`src/rtl/xbar_cfg_pkg.sv`:
```
package xbar_cfg_pkg;
  localparam int NUM_IO   = 4;
  localparam int SEL_W    = $clog2(NUM_IO);
  localparam int BYTE_W   = 8;
  localparam int NUM_REGS = 3;

  typedef enum logic [1:0] {
    REG_ROUTE  = 2'd0,
    REG_CTRL   = 2'd1,
    REG_ENABLE = 2'd2
  } regSel_e;

  typedef struct packed {
    logic              wrRoute;
    logic              wrCtrl;
    logic              wrEnable;
    logic [BYTE_W-1:0] wrData;
  } cfgStrobe_t;
endpackage

```
`src/rtl/xbar_ctrl.sv`:
```
module xbar_ctrl
  import xbar_cfg_pkg::*;
(
  input  logic              clk,
  input  logic              rstN,
  input  logic              busStart,
  input  logic              busStop,
  input  logic              byteValid,
  input  logic [BYTE_W-1:0] byteData,
  output cfgStrobe_t        stb
);
  logic    inTx;
  logic    wantSub;
  regSel_e ptr;
  regSel_e subDecoded;
  regSel_e ptrNext;
  logic    acceptByte;

  // Strobes on the bus take priority over a byte in the same cycle.
  assign acceptByte = byteValid && inTx && !busStart && !busStop;

  // A subaddress low field of 11 falls back to the routing register.
  assign subDecoded = (byteData[1:0] == 2'b11) ? REG_ROUTE : regSel_e'(byteData[1:0]);
  assign ptrNext    = (ptr == REG_ENABLE) ? REG_ROUTE : regSel_e'(ptr + 2'd1);

  always_ff @(posedge clk) begin
    if (!rstN) begin
      inTx    <= 1'b0;
      wantSub <= 1'b0;
      ptr     <= REG_ROUTE;
    end else if (busStart) begin
      inTx    <= 1'b1;
      wantSub <= 1'b1;
      ptr     <= REG_ROUTE;
    end else if (busStop) begin
      inTx    <= 1'b0;
      wantSub <= 1'b0;
    end else if (acceptByte) begin
      if (wantSub) begin
        wantSub <= 1'b0;
        ptr     <= subDecoded;
      end else begin
        ptr     <= ptrNext;
      end
    end
  end

  always_comb begin
    stb        = '0;
    stb.wrData = byteData;
    if (acceptByte && !wantSub) begin
      unique case (ptr)
        REG_ROUTE:  stb.wrRoute  = 1'b1;
        REG_CTRL:   stb.wrCtrl   = 1'b1;
        REG_ENABLE: stb.wrEnable = 1'b1;
        default:    stb.wrRoute  = 1'b0;
      endcase
    end
  end
endmodule

```
`src/rtl/xbar_datapath.sv`:
```
module xbar_datapath
  import xbar_cfg_pkg::*;
#(
  parameter int SAMPLE_W = 8
) (
  input  logic                       clk,
  input  logic                       rstN,
  input  cfgStrobe_t                 stb,
  input  logic [NUM_IO*SAMPLE_W-1:0] sampleIn,
  output logic [NUM_IO*SEL_W-1:0]    routeSel,
  output logic [NUM_IO-1:0]          gainUnity,
  output logic [1:0]                 meanMode,
  output logic [1:0]                 auxOut,
  output logic [NUM_IO-1:0]          outEnable,
  output logic [NUM_IO*SAMPLE_W-1:0] sampleOut
);
  logic [BYTE_W-1:0]   routeReg;
  logic [BYTE_W-1:0]   ctrlReg;
  logic [NUM_IO-1:0]   enableReg;
  logic [SAMPLE_W-1:0] inArr [NUM_IO];

  always_ff @(posedge clk) begin
    if (!rstN) begin
      routeReg  <= '0;
      ctrlReg   <= '0;
      enableReg <= '0;
    end else begin
      if (stb.wrRoute)  routeReg  <= stb.wrData;
      if (stb.wrCtrl)   ctrlReg   <= stb.wrData;
      if (stb.wrEnable) enableReg <= stb.wrData[NUM_IO-1:0];
    end
  end

  assign routeSel  = routeReg[NUM_IO*SEL_W-1:0];
  assign gainUnity = ctrlReg[7:4];
  assign meanMode  = ctrlReg[3:2];
  assign auxOut    = ctrlReg[1:0];
  assign outEnable = enableReg;

  for (genvar i = 0; i < NUM_IO; i++) begin : g_unpack
    assign inArr[i] = sampleIn[i*SAMPLE_W +: SAMPLE_W];
  end

  for (genvar j = 0; j < NUM_IO; j++) begin : g_lane
    logic [SEL_W-1:0]    sel;
    logic [SAMPLE_W-1:0] picked;
    logic [SAMPLE_W:0]   doubled;
    logic [SAMPLE_W-1:0] scaled;

    assign sel     = routeReg[j*SEL_W +: SEL_W];
    assign picked  = inArr[sel];
    assign doubled = {picked, 1'b0};
    assign scaled  = gainUnity[j] ? picked
                   : (doubled[SAMPLE_W] ? {SAMPLE_W{1'b1}} : doubled[SAMPLE_W-1:0]);

    always_ff @(posedge clk) begin
      if (!rstN) sampleOut[j*SAMPLE_W +: SAMPLE_W] <= '0;
      else       sampleOut[j*SAMPLE_W +: SAMPLE_W] <= enableReg[j] ? scaled : '0;
    end
  end
endmodule

```
`src/rtl/xbar_cfg_bank.sv`:
```
module xbar_cfg_bank
  import xbar_cfg_pkg::*;
#(
  parameter int SAMPLE_W = 8
) (
  input  logic                       clk,
  input  logic                       rstN,
  input  logic                       busStart,
  input  logic                       busStop,
  input  logic                       byteValid,
  input  logic [7:0]                 byteData,
  input  logic [4*SAMPLE_W-1:0]      sampleIn,
  output logic [7:0]                 routeSel,
  output logic [3:0]                 gainUnity,
  output logic [1:0]                 meanMode,
  output logic [1:0]                 auxOut,
  output logic [3:0]                 outEnable,
  output logic [4*SAMPLE_W-1:0]      sampleOut
);
  cfgStrobe_t stb;

  xbar_ctrl u_ctrl (
    .clk      (clk),
    .rstN     (rstN),
    .busStart (busStart),
    .busStop  (busStop),
    .byteValid(byteValid),
    .byteData (byteData),
    .stb      (stb)
  );

  xbar_datapath #(.SAMPLE_W(SAMPLE_W)) u_data (
    .clk      (clk),
    .rstN     (rstN),
    .stb      (stb),
    .sampleIn (sampleIn),
    .routeSel (routeSel),
    .gainUnity(gainUnity),
    .meanMode (meanMode),
    .auxOut   (auxOut),
    .outEnable(outEnable),
    .sampleOut(sampleOut)
  );
endmodule

```
`config.mk`:
```
export PLATFORM = sky130hd
export DESIGN_NAME = xbar_cfg_bank
export DESIGN_NICKNAME = d
export VERILOG_FILES = /design/src/rtl/xbar_cfg_pkg.sv /design/src/rtl/xbar_ctrl.sv /design/src/rtl/xbar_datapath.sv /design/src/rtl/xbar_cfg_bank.sv
export SDC_FILE = /design/constraint.sdc
export NUM_CORES = 1
export LEC_CHECK = 0
export ABC_AREA = 0
export CAP_MARGIN = 40
export CORE_ASPECT_RATIO = 0.6
export CORE_MARGIN = 4
export CORE_UTILIZATION = 40
export CTS_BUF_LIST = sky130_fd_sc_hd__clkbuf_16
export DETAILED_ROUTE_END_ITERATION = 10
export GPL_TIMING_DRIVEN = 0
export PLACE_DENSITY = 0.74
export SLEW_MARGIN = 20
export SYNTH_ARGS = -nofsm -noshare
export SYNTH_HDL_FRONTEND = slang
export SYNTH_SLANG_ARGS = --single-unit
export TNS_END_PERCENT = 50
```
`constraint.sdc`:
```
create_clock -name clk -period 1.9 [get_ports clk]
set_input_delay 0.19 -clock clk [delete_from_list [all_inputs] [get_ports clk]]
set_output_delay 0.19 -clock clk [all_outputs]
set_load 0.01 [all_outputs]
```
==> flow_results.org, run 1 <==
** Run status
- The run finished with clean final reports.

** Timing
- Setup repair after global routing left no endpoint under its margin.
- For the pin with the worst max-slew slack, the measured transition is just over 600 ps.
- Tightest slew margin relative to the limit :: 0.5965
- Derived from the worst setup path, the maximum achievable clock frequency is 570.8 MHz.
- Max-slew violation count :: 0
- Setup violations remaining at the end of the flow were counted as 0.
- Across the routed clock network, the largest skew measured is 8.922 ps.
- Of the available clock period, the critical path in the final layout requires 0.9220.
- After layout, the minimum clock period comes to 1752 ps.
- Setup TNS :: 0 ps
- The number of hold violations in the final report came to 0.
- After layout, the worst setup slack is between 100 and 150 ps.

** Yosys
- Of the total synthesized cell area, the portion taken by XOR and XNOR cells is 0.
- Post-synth top flop :: sky130_fd_sc_hd__dfxtp_1
- After synthesis, the cell types taking the most area are sky130_fd_sc_hd__dfxtp_1, sky130_fd_sc_hd__mux2_2, sky130_fd_sc_hd__mux2i_1.
- Share of synthesized area spent on multiplexers :: 0.3057
- The fraction of the mapped netlist area in compound gates came to 0.09908.
- Distinct cell type count after synthesis :: 32
- Yosys warnings :: 0
- Number of enable-type register cells in the synthesized netlist :: 0
- Fraction of synthesized cell area taken by the top area cell type :: 0.3300
- In the synthesized netlist the async set-or-reset flop fraction comes to 0.
- Synthesized netlist cell count :: 338
- Sequential element share of the synthesized area :: 0.3300
- By count the netlist is led by sky130_fd_sc_hd__dfxtp_1, sky130_fd_sc_hd__mux2_2, sky130_fd_sc_hd__nor4_1.
- A synthesized cell averages 10.05 sq um.
- Post-synthesis adder-cell area fraction :: 0
- After synthesis the cells add up to around 0.0034 sq mm.
- After synthesis, the largest family of logic cells by area is multiplexers.
- Among all cell types in the netlist, the one instantiated most often is sky130_fd_sc_hd__dfxtp_1.
- Of all cell types, the one taking the most synthesized area is sky130_fd_sc_hd__dfxtp_1.
- Of the total synthesized cell area, the portion taken by AND, OR, NAND and NOR gates is 0.2026.
- Count of state elements after synthesis :: 56
- The number of nets in the synthesized netlist is 383.

** Power
- The share of total power dissipated in the clock network is 0.371.
- In this run the static leakage power is 1.516 nW.
- NetSw :: 633.0 uW
- Power spread over the standard cell area amounts to 537.3 mW/mm^2.
- The share of total power dissipated in combinational logic is 0.152.
- The internal portion of the total power is 1.854 mW.
- Register share of total power :: 0.477
- Of the total power, the share spent switching nets is 0.2545.
- Maximum vdd ir drop :: 0.0003364 V

** Floorplan
- Initial Util :: 0.4209
- Area of the core :: 0.008070 sq mm
- The floorplan step set the die height to 79.39 um.
- Die area :: 0.01008 sq mm
- Number of core rows :: 25
- Measured along the x axis, the die boundary spans 127.0 um.
- Number of primary I/O pins :: 97

** Hold path
- The path class of the tightest hold or removal check is primary input to flop.

** Clock network
- Clock Tree Root :: sky130_fd_sc_hd__clkbuf_16
- The number of hold buffers added after CTS was 0.
- CTS built an H-tree with a depth of 2.
- Num CTS Buffers :: 5
- After clock tree synthesis, the clock-pin slew on the worst setup and hold paths is 80 ps.
- Clock tree from TritonCTS :: built
- Maximum clock insertion buffer count :: 2
- Post-CTS Setup Bufs :: 0
- Number of gates resized after CTS :: 0
- At the later pin of the worst-skew pair, clock insertion delay measures around 290 ps.
- CTS sink count :: 56

** Worst setup path
- In this run the worst setup path terminates at u_data.sampleOut[17]$_SDFF_PN0_.
- The worst register-to-register path ends at u_data.sampleOut[17]$_SDFF_PN0_.
- Along the worst path, the maximum fanout reaches 10.
- The critical path goes through clkbuf_1, nor3_1, a2111oi_1.
- Together, buffers and inverters on the worst path number 1.
- The critical path crosses 3 cells after its start point.
- The largest single stage delay on the critical path is between 500 and 600 ps.
- Data arrives at the worst endpoint at 1890 ps.
- The worst setup path is captured at a flop.
- For the worst setup path, the data required time is 2040 ps.
- The critical path is of the flop to flop type.
- For the worst flop-to-flop path, the logic depth is 3.
- The startpoint identified for the worst register-to-register timing path is u_data.ctrlReg[6]$_SDFFE_PN0P_.
- Cell with the biggest individual delay on the critical path :: sky130_fd_sc_hd__a2111oi_1
- In this design, the largest share of critical-path delay is due to compound AO/OA/AOI/OAI gates.
- Origin of the worst setup path :: u_data.ctrlReg[6]$_SDFFE_PN0P_
- Reg2Reg Setup Slack :: 150 ps
- Category of the worst setup path launch point :: flop

** Drt
- After detailed routing, the number of remaining DRC violations is 0.
- After detailed routing, the average wire length per cell comes to about 22 um.
- Vias :: 3348
- In this run the remaining antenna-violating nets after routing total 0.
- The final layout contains routed wiring with a total length of 11930 um.
- Number of search-and-repair iterations in the first detailed-routing pass :: 6
- For this block, the initial DRC count from the detailed router was 356.
- Vias per std cell :: 6.098

** Flow run
- Max-cap violation count :: 0

** Layout
- For this run, the post-layout net count is 485.
- From synthesis to final layout, the design area changed by 36.24%.
- The repair_antennas step left the layout with diodes totalling 0.
- Share of post-route cells with drive strength above 1 :: 0.1723
- Final std cell area, no fill :: 0.004628 sq mm
- Count of filler cells inserted in the layout :: 720

** Placed design
- Summed over all nets, the half-perimeter wirelength after detailed placement is approximately 8900 um.
- Worst slack at placement :: -114.7 ps
- Buffers placed on the I/O ports in this run total between 90 and 100.
- The placed instances occupy a cell area of 0.004483 sq mm.
- Final weighted congestion in routability-driven placement :: 0.9488

** GRT
- Total routing usage reported by global routing :: 0.2275
- The via count of the first global-routing pass was 3265.
- Pin count of the biggest net entering global routing :: 18
- GRT overflow :: 0
- The number of antenna violations at the first check in global routing came to 0.
- The first global-routing pass estimated 18160 um of wire.
[through the flow]
stage               hold slack (ps)    util  total power [mW]  std cells
finish                        209.1  0.5735             2.487        549
global placement              450.7  0.5555             1.570        541
floorplan                     313.8       -             1.390        338
detailed placement            450.5  0.5555             1.575        541
global route                  203.0  0.5735             2.555        549
CTS                           201.8  0.5735             2.477        549
[cell type report]
class	instances	area [sq um]	area share
buffer	24	193.9	0.04190
clock inverter	3	20.02	0.004325
clock buffer	5	125.1	0.02703
timing repair buffer	95	950.9	0.2055
tap	108	135.1	0.02920
sequential	56	1121	0.2422
inverter	5	18.77	0.004055
multi-input combinational	253	2063	0.4458
[cell usage in the layout (no fill, tap or decap), types with 11 or more instances in the layout]
cell and count:
sky130_fd_sc_hd__buf_6 11, sky130_fd_sc_hd__clkdlybuf4s50_1 95, sky130_fd_sc_hd__dfxtp_1 56, sky130_fd_sc_hd__mux2_2 44
sky130_fd_sc_hd__mux2i_1 28, sky130_fd_sc_hd__nand2_1 33, sky130_fd_sc_hd__nand2b_1 13, sky130_fd_sc_hd__nor3_1 24
sky130_fd_sc_hd__nor4_1 36, sky130_fd_sc_hd__o22ai_1 20
[worst min-delay path by stage]
stage / start / end / slack (ps) / depth (start not counted)
2_1_floorplan: busStart / u_ctrl.inTx$_SDFFE_PN0P_ / 310 / 1
3_3_place_gp: u_data.ctrlReg[1]$_SDFFE_PN0P_ / u_data.ctrlReg[1]$_SDFFE_PN0P_ / 450 / 2
3_5_place_dp: u_data.ctrlReg[3]$_SDFFE_PN0P_ / u_data.ctrlReg[3]$_SDFFE_PN0P_ / 450 / 2
4_1_cts: rstN / u_ctrl.ptr[1]$_SDFFE_PP0P_ / 200 / 3
5_1_grt: rstN / u_ctrl.ptr[1]$_SDFFE_PP0P_ / 200 / 3
6_report: rstN / u_ctrl.ptr[1]$_SDFFE_PP0P_ / 210 / 3
[power groups by stage]
stage / registers (mW) / logic [mW] / clock network [mW]
2_1_floorplan: 1.21 / 0.179 / 0
6_report: 1.19 / 0.378 / 0.923
3_5_place_dp: 1.21 / 0.362 / 0
4_1_cts: 1.19 / 0.367 / 0.925
5_1_grt: 1.19 / 0.395 / 0.973
3_3_place_gp: 1.21 / 0.358 / 0
[state kept, by name (all words and copies together), names as in the netlist]
name	count
u_data.sampleOut	32
u_data.ctrlReg	8
u_data.routeSel	8
u_data.outEnable	4
u_ctrl.ptr	2
u_ctrl.inTx	1
u_ctrl.wantSub	1
[logic make-up after synthesis]
family | count (synthesis)
buffers and inverters | 29
DFF | 56
AOI/OAI and AO/OA | 46
and+or+nand+nor | 123
muxes | 84
[tightest hold or removal path, cell delays in order]
cell and delay, ps:
sky130_fd_sc_hd__buf_6 120, sky130_fd_sc_hd__nand2b_1 90, sky130_fd_sc_hd__a211oi_1 50
[per-layer routing]
layer  vias to the layer above  part of all wire  track usage
met5                         -                 0            0
met3                        13              0.10      0.05882
met1                      1593              0.46       0.3357
met4                         0             0.012      0.03961
met2                       227              0.42       0.3370
li1                       1515                 -            -
No activity file was read; power rests on OpenSTA's default activity.
==> run 2: changes to the inputs <==
--- a/config.mk
+++ b/config.mk
@@ -6,6 +6,7 @@
 export NUM_CORES = 1
 export LEC_CHECK = 0
 export ABC_AREA = 0
+export ABC_CLOCK_PERIOD_IN_PS = 1900
 export CAP_MARGIN = 40
 export CORE_ASPECT_RATIO = 0.6
 export CORE_MARGIN = 4
==> results of run 2 <==
Final layout, timing and power as in run 1 (identical DEF).
==> run 3: changes to the inputs <==
--- a/config.mk
+++ b/config.mk
@@ -6,7 +6,7 @@
 export NUM_CORES = 1
 export LEC_CHECK = 0
 export ABC_AREA = 0
-export ABC_CLOCK_PERIOD_IN_PS = 1900
+export ABC_CLOCK_PERIOD_IN_PS = 2100
 export CAP_MARGIN = 40
 export CORE_ASPECT_RATIO = 0.6
 export CORE_MARGIN = 4
==> constraint.sdc (replaced) <==
create_clock -name clk -period 2.1 [get_ports clk]
set_input_delay 0.21 -clock clk [delete_from_list [all_inputs] [get_ports clk]]
set_output_delay 0.21 -clock clk [all_outputs]
set_load 0.01 [all_outputs]
==> results of run 3 <==
The final DEF is identical to that of run 1. Status: finished clean.
Among the figures that moved: setup slack after placement -114.7 ps -> 65.25 ps; setup slack after layout 148.2 ps -> 348.2 ps; hold slack 209.1 ps -> 229.1 ps; register-to-register setup slack 150 ps -> 350 ps; total power 2.487 mW -> 2.250 mW; worst IR drop on VDD 0.0003364 V -> 0.0003044 V
